### config.mk
export PLATFORM = sky130hd
export DESIGN_NAME = mm_timer
export DESIGN_NICKNAME = d
export VERILOG_FILES = /design/src/rtl/tmr_pkg.sv /design/src/rtl/tmr_tick_gen.sv /design/src/rtl/tmr_edge_ctl.sv /design/src/rtl/tmr_core.sv /design/src/rtl/mm_timer.sv
export SDC_FILE = /design/constraint.sdc
export NUM_CORES = 1
export LEC_CHECK = 0
export BUFFER_PORTS_ARGS = -buffer_cell sky130_fd_sc_hd__buf_4
export CORE_MARGIN = 3
export CORE_UTILIZATION = 45
export CTS_CLUSTER_DIAMETER = 80
export CTS_CLUSTER_SIZE = 8
export DETAILED_ROUTE_END_ITERATION = 8
export PLACE_DENSITY_LB_ADDON = 0.3
export SYNTH_ARGS = -nofsm -noshare
export SYNTH_HDL_FRONTEND = slang
export SYNTH_HIERARCHICAL = 1
export SYNTH_SLANG_ARGS = --single-unit
### constraint.sdc
create_clock -name clk -period 2.7 [get_ports clk]
set_clock_uncertainty 0.1 [all_clocks]
set_input_delay 0.54 -clock clk [delete_from_list [all_inputs] [get_ports clk]]
set_output_delay 0.54 -clock clk [all_outputs]
set_load 0.1 [all_outputs]
### src/rtl/tmr_pkg.sv
package tmr_pkg;
  typedef enum logic [1:0] {MD_UP = 2'd0, MD_DOWN = 2'd1, MD_UPDN = 2'd2, MD_RSV = 2'd3} mode_e;
  typedef enum logic [1:0] {SRC_DIV = 2'd0, SRC_EXT = 2'd1, SRC_CASC = 2'd2, SRC_OFF = 2'd3} src_e;
  typedef enum logic [1:0] {ACT_NONE = 2'd0, ACT_START = 2'd1, ACT_STOP = 2'd2, ACT_RELOAD = 2'd3} act_e;
  typedef enum logic [1:0] {EDG_RISE = 2'd0, EDG_FALL = 2'd1, EDG_BOTH = 2'd2, EDG_RSV = 2'd3} edge_e;
endpackage

### src/rtl/tmr_tick_gen.sv
module tmr_tick_gen
  import tmr_pkg::*;
#(
  parameter int PRESC_MAX = 10,
  parameter int PEXP_W    = 4
) (
  input  logic              clk,
  input  logic              rst_n,
  input  src_e              src,
  input  logic [PEXP_W-1:0] presc_exp,
  input  edge_e             ext_edge,
  input  logic              ext_in,
  input  logic              casc_in,
  output logic              tick
);
  localparam int PW = PRESC_MAX;

  logic [PW-1:0]     div_q;
  logic [PEXP_W-1:0] exp_eff;
  logic [PW:0]       shifted;
  logic [PW-1:0]     mask;
  logic              ext_q, ext_rise, ext_fall, ext_hit, div_hit;

  always_ff @(posedge clk or negedge rst_n) begin
    if (!rst_n) begin
      div_q <= '0;
      ext_q <= 1'b0;
    end else begin
      div_q <= div_q + PW'(1);
      ext_q <= ext_in;
    end
  end

  always_comb begin
    exp_eff = (presc_exp > PEXP_W'(PRESC_MAX)) ? PEXP_W'(PRESC_MAX) : presc_exp;
    shifted = (PW + 1)'(1) << exp_eff;
    mask    = shifted[PW-1:0] - PW'(1);
    div_hit = ((div_q & mask) == mask);
    ext_rise = ext_in & ~ext_q;
    ext_fall = ~ext_in & ext_q;
    case (ext_edge)
      EDG_RISE: ext_hit = ext_rise;
      EDG_FALL: ext_hit = ext_fall;
      EDG_BOTH: ext_hit = ext_rise | ext_fall;
      default:  ext_hit = 1'b0;
    endcase
    case (src)
      SRC_DIV:  tick = div_hit;
      SRC_EXT:  tick = ext_hit;
      SRC_CASC: tick = casc_in;
      default:  tick = 1'b0;
    endcase
  end

  // with a divide ratio of at least two, ticks never come back to back
  assert_div_gap_R4: assert property (@(posedge clk) disable iff (!rst_n)
    (src == SRC_DIV && $past(src) == SRC_DIV && presc_exp != '0 &&
     $stable(presc_exp) && $past(tick)) |-> !tick);
endmodule

### src/rtl/tmr_edge_ctl.sv
module tmr_edge_ctl
  import tmr_pkg::*;
(
  input  logic clk,
  input  logic rst_n,
  input  logic ctl_in,
  input  act_e act_rise,
  input  act_e act_fall,
  output act_e hw_act
);
  logic ctl_q;

  always_ff @(posedge clk or negedge rst_n) begin
    if (!rst_n) ctl_q <= 1'b0;
    else        ctl_q <= ctl_in;
  end

  always_comb begin
    if (ctl_in && !ctl_q)      hw_act = act_rise;
    else if (!ctl_in && ctl_q) hw_act = act_fall;
    else                       hw_act = ACT_NONE;
  end

  // an action only appears where the control input has just changed
  assert_act_on_edge_R7: assert property (@(posedge clk) disable iff (!rst_n)
    (hw_act != ACT_NONE) |-> (ctl_in != ctl_q));
endmodule

### src/rtl/tmr_core.sv
module tmr_core
  import tmr_pkg::*;
#(
  parameter int W = 16
) (
  input  logic         clk,
  input  logic         rst_n,
  input  mode_e        mode,
  input  logic         oneshot,
  input  logic [W-1:0] top,
  input  logic         tick,
  input  act_e         hw_act,
  input  logic         sw_start,
  input  logic         sw_stop,
  output logic [W-1:0] cnt_o,
  output logic         dir_down_o,
  output logic         ovf_o,
  output logic         unf_o
);
  localparam logic [W-1:0] ONE = W'(1);

  logic [W-1:0] cnt_q, cnt_d;
  logic         run_q, run_d, dir_q, dir_d;
  logic         ovf_q, unf_q, ev_ovf, ev_unf, reload, step;

  always_comb begin
    reload = (hw_act == ACT_RELOAD);
    step   = run_q && tick && !reload;
    cnt_d  = cnt_q;
    dir_d  = dir_q;
    ev_ovf = 1'b0;
    ev_unf = 1'b0;
    if (reload) begin
      cnt_d = (mode == MD_DOWN) ? top : '0;
      dir_d = 1'b0;
    end else if (step) begin
      case (mode)
        MD_DOWN: begin
          if (cnt_q == '0) begin
            cnt_d  = top;
            ev_unf = 1'b1;
          end else cnt_d = cnt_q - ONE;
        end
        MD_UPDN: begin
          if (top == '0) cnt_d = '0;
          else if (!dir_q) begin
            if (cnt_q >= top) begin
              cnt_d  = top - ONE;
              dir_d  = 1'b1;
              ev_ovf = 1'b1;
            end else cnt_d = cnt_q + ONE;
          end else begin
            if (cnt_q == '0) begin
              cnt_d  = ONE;
              dir_d  = 1'b0;
              ev_unf = 1'b1;
            end else cnt_d = cnt_q - ONE;
          end
        end
        default: begin
          if (cnt_q >= top) begin
            cnt_d  = '0;
            ev_ovf = 1'b1;
          end else cnt_d = cnt_q + ONE;
        end
      endcase
    end
    case (hw_act)
      ACT_START, ACT_RELOAD: run_d = 1'b1;
      ACT_STOP:              run_d = 1'b0;
      default: begin
        if (sw_stop)                         run_d = 1'b0;
        else if (sw_start)                   run_d = 1'b1;
        else if (oneshot && (ev_ovf || ev_unf)) run_d = 1'b0;
        else                                 run_d = run_q;
      end
    endcase
  end

  always_ff @(posedge clk or negedge rst_n) begin
    if (!rst_n) begin
      cnt_q <= '0;
      run_q <= 1'b0;
      dir_q <= 1'b0;
      ovf_q <= 1'b0;
      unf_q <= 1'b0;
    end else begin
      cnt_q <= cnt_d;
      run_q <= run_d;
      dir_q <= dir_d;
      ovf_q <= ev_ovf;
      unf_q <= ev_unf;
    end
  end

  assign cnt_o      = cnt_q;
  assign ovf_o      = ovf_q;
  assign unf_o      = unf_q;
  assign dir_down_o = (mode == MD_DOWN) ? 1'b1 : (mode == MD_UPDN) ? dir_q : 1'b0;

  // an up-mode overflow always lands on zero
  assert_up_wrap_R1: assert property (@(posedge clk) disable iff (!rst_n)
    (ovf_q && mode == MD_UP && $past(mode) == MD_UP) |-> (cnt_q == '0));

  // a down-mode underflow always lands on top
  assert_down_wrap_R2: assert property (@(posedge clk) disable iff (!rst_n)
    (unf_q && mode == MD_DOWN && $past(mode) == MD_DOWN && $stable(top)) |-> (cnt_q == top));

  // an up/down overflow turns the count to top-1 heading down
  assert_updn_turn_R3: assert property (@(posedge clk) disable iff (!rst_n)
    (ovf_q && mode == MD_UPDN && $past(mode) == MD_UPDN && $stable(top)) |->
    (cnt_q == top - ONE && dir_down_o));

  // a one-shot wrap leaves the counter stopped unless a command restarted it
  assert_oneshot_stop_R9: assert property (@(posedge clk) disable iff (!rst_n)
    ((ovf_q || unf_q) && $past(oneshot) && $past(hw_act) == ACT_NONE && !$past(sw_start)) |-> !run_q);

  // a stopped counter without a reload keeps its count
  assert_hold_stopped_R10: assert property (@(posedge clk) disable iff (!rst_n)
    (!run_q && hw_act != ACT_RELOAD) |=> (cnt_q == $past(cnt_q)));

  // overflow and underflow never coincide
  assert_no_dual_pulse_R11: assert property (@(posedge clk) disable iff (!rst_n)
    !(ovf_q && unf_q));
endmodule

### src/rtl/mm_timer.sv
module mm_timer
  import tmr_pkg::*;
#(
  parameter int CNT_W     = 16,
  parameter int PRESC_MAX = 10,
  parameter int PEXP_W    = 4
) (
  input  logic              clk,
  input  logic              rst_n,
  input  logic [1:0]        cfg_mode,
  input  logic              cfg_oneshot,
  input  logic [1:0]        cfg_src,
  input  logic [PEXP_W-1:0] cfg_presc_exp,
  input  logic [1:0]        cfg_ext_edge,
  input  logic [1:0]        cfg_act_rise,
  input  logic [1:0]        cfg_act_fall,
  input  logic [CNT_W-1:0]  cfg_top,
  input  logic              cmd_start,
  input  logic              cmd_stop,
  input  logic              ext_in,
  input  logic              ctl_in,
  input  logic              casc_in,
  output logic [CNT_W-1:0]  count_o,
  output logic              dir_down_o,
  output logic              ovf_o,
  output logic              unf_o
);
  logic tick;
  act_e hw_act;

  tmr_tick_gen #(.PRESC_MAX(PRESC_MAX), .PEXP_W(PEXP_W)) u_tick (
    .clk(clk), .rst_n(rst_n), .src(src_e'(cfg_src)), .presc_exp(cfg_presc_exp),
    .ext_edge(edge_e'(cfg_ext_edge)), .ext_in(ext_in), .casc_in(casc_in), .tick(tick)
  );

  tmr_edge_ctl u_edge (
    .clk(clk), .rst_n(rst_n), .ctl_in(ctl_in), .act_rise(act_e'(cfg_act_rise)),
    .act_fall(act_e'(cfg_act_fall)), .hw_act(hw_act)
  );

  tmr_core #(.W(CNT_W)) u_core (
    .clk(clk), .rst_n(rst_n), .mode(mode_e'(cfg_mode)), .oneshot(cfg_oneshot),
    .top(cfg_top), .tick(tick), .hw_act(hw_act), .sw_start(cmd_start), .sw_stop(cmd_stop),
    .cnt_o(count_o), .dir_down_o(dir_down_o), .ovf_o(ovf_o), .unf_o(unf_o)
  );
endmodule

==> metrics <==
Slew Viols, Final=0; register area=812 um^2; Initial Utilization=0.470; I/O Buffers=56; final core utilization=0.703; master of the slowest instance on the critical path=or4b_4; CTS tree=built; Area contributors post-synth=dfrtp_1 23%, ha_1 9.8%, xnor2_1 7.6%; sequential-to-total area share from yosys stat=0.231; Tmin final=3340 ps; Die Y=93.7 um; crit share post-route=1.24; Critical Path RT=2770 ps; CTS Buf Count=5; Residual DRC=0; First-pass DRT Iterations=5; initial antenna violation count=0; overall die area=8780 um^2; cell repeated most along the worst path=or4b_4; RR Endpoint=u_core/cnt_o[11]; diode count=0; hold buffers post-CTS=0; Final WS setup=-638 ps; Yosys cell types=65; setup TNS=-10,620 ps; RSZ-0062 raised after global routing=true; Avg Synthesized Cell Area=7.92 um^2; pin count of the biggest net entering global routing=33; FFs w/ async S/R, synth=1.00; Final Wtd Congestion=1.01; Finished Cell Area=5180 um^2; launch point of the worst reg-to-reg path=u_core/cnt_o[0]; Clock Latency Late Sink=300 ps; Worst-Margin Slew=1250 ps; vias per cell=6.17; vias in the first global route=4,055; CP Class=primary input to flip-flop; P per Cell Area=729 nW/um^2; worst-path maximum fanout=6; Worst slew margin=0.164; overall power=3.78 mW; # Max-Cap Violations=0; Mapped Area=3460 um^2; Worst VDD drop=699 uV; Worst Reg2Reg Path Length in Cells=10; Area Overhead vs Synth=49.6%; filler cell count=603; Cells after Synth=437; Post-synth EDFFs=0; multi-input logic area=2670 um^2; syn_nets=502; Setup crit start kind=primary input; Clock Sinks=32; predominant post-synthesis flop cell=dfrtp_1; global-route wire length before repair=19,700 um; Core Rows=31; crit path cell chain=buf_6, or4b_4, ha_4, or4b_4, a211oi_2, nor4_2, a32oi_1, o22ai_2, nand3_2, nor2_4, a31o_4, a22o_1, a31oi_1, nand4_1; status=complete, but fails checks; leading area contributor after synthesis=dfrtp_1; Max Root-Sink Buffers=2; GRT overflow=0; Yosys warnings=6; drt first-iter violations=541; Vias=4,314; HP Class=primary input to async pin; CP arrival=3410 ps; setup violators final=20; CP Capture Type=flip-flop; total wire length=13,100 um; failing checks=setup timing; gr usage total=0.286; CTS HTree Levels=2; Synth top area share=0.231; hpwl dp=9320 um; Largest stage delay, worst path=550 ps; Ports=57; flops & latches, synth=32; clk root buf=clkbuf_8; Layout Nets=664; Clock Pin Slew Worst Setup and Hold Paths=80 ps; reg-to-reg setup timing slack=-340 ps; placed inst area=4780 um^2; final hold viol count=0; DR WL/cell=18.8 um; CORE AREA=7370 um^2; leakage=2.42 nW; layout cell share with drive strength beyond 1=0.395; Die X=93.7 um; fmax=300 MHz; Final ANT Viol Nets=0
[sequential cells by signal (all words and copies together), names as in the netlist]
signal and cells:
u_core/cnt_o 16, u_core/dir_q 1, u_core/ovf_o 1, u_core/run_q 1
u_core/unf_o 1, u_edge/ctl_q 1, u_tick/div_q 10, u_tick/ext_q 1
[report_power, final]
group	leakage, nW	internal [mW]	switching [mW]
Combinational	1.97	1.03	1.73
Sequential	0.405	0.558	0.0559
Clock	0.0479	0.180	0.217
[placed cells by master (no fill, tap or decap), types with 12 or more instances in the layout]
cell | Yosys | routed
dfrtp_1 | 32 | 23
nor2_1 | 39 | 37
o21ai_1 | 0 | 12
buf_4 | 1 | 164
a21oi_1 | 19 | 17
nand2_1 | 36 | 33
nand3_1 | 21 | 20
xnor2_1 | 30 | 30
ha_1 | 27 | 26
inv_1 | 28 | 28
[metal layers]
| layer | global-route usage | vias up | wire length (um) |
|---|---|---|---|
| li1 | - | 1953 | - |
| met1 | 0.384 | 2037 | 5260 |
| met2 | 0.465 | 270 | 6110 |
| met3 | 0.0457 | 54 | 1240 |
| met4 | 0.0951 | 0 | 498 |
| met5 | 0 | - | 0 |
[cell families after synthesis]
| family | after synthesis | share of synthesized area |
|---|---|---|
| simple gates | 169 | 0.256 |
| compound gates | 114 | 0.235 |
| buf+inv | 49 | 0.0615 |
| xor+xnor | 41 | 0.104 |
| flops | 32 | 0.231 |
| fa+ha+maj | 27 | 0.0976 |
| mux | 5 | 0.0145 |
[stage by stage]
step / worst slack [ps] / cells / hold WS [ps]
after floorplan: -766 / 437 / 144
after global routing: -721 / 699 / 111
final: -638 / 699 / 90.5
after CTS: -619 / 690 / 97.7
after global placement: -962 / 675 / 360
after detailed placement: -1080 / 675 / 361
[cell usage after synthesis, types with 4 or more instances]
cell type,count
or4_1,4
and4_1,4
nor2b_1,5
a21oi_1,19
inv_1,28
dfrtp_1,32
nor2_1,39
nor4_1,9
ha_1,27
a31oi_1,4
and2_1,5
nand3b_1,4
a22oi_1,4
mux2i_1,5
a22o_1,4
nand4_1,6
xnor2_1,30
clkbuf_1,15
a222oi_1,6
a211oi_1,12
and3_1,6
o21ai_0,25
nor3_1,13
nand2_1,36
a221oi_1,6
nand3_1,21
xor2_1,11
[critical path, delay by kind of cell]
kind	cells	cell delay [ps]
adder cells (fa/ha/maj)	1	190
AO/OA/AOI/OAI	6	1160
buffers and inverters	1	90
AND/OR/NAND/NOR	6	1430
[worst max path at each step]
| stage | slack (ps) | endpoint | start |
|---|---|---|---|
| global route | -720 | u_core/cnt_o[12] | cfg_presc_exp[3] |
| floorplan | -770 | u_core/cnt_o[12] | cfg_presc_exp[2] |
| CTS | -620 | u_core/cnt_o[12] | cfg_presc_exp[3] |
| global placement | -960 | u_core/cnt_o[13] | cfg_presc_exp[3] |
| detailed placement | -1080 | u_core/cnt_o[13] | cfg_presc_exp[3] |
| finish | -640 | u_core/cnt_o[12] | cfg_presc_exp[3] |
[repair_timing]
item                       in CTS  in global routing
setup endpoints to repair      20                 20
gates resized for setup        28                 18
cloned                          0                  2
pin swaps                       5                 11
buffers inserted                8                  8
[layout make-up]
type | count | share of cell area
Multi-Input combinational cell | 357 | 0.515
Sequential cell | 32 | 0.157
Clock inverter | 3 | 0.00362
Timing Repair Buffer | 175 | 0.267
Clock buffer | 5 | 0.0133
Inverter | 28 | 0.0203
Tap cell | 99 | 0.0239
Power figures use the tool's default switching activity.
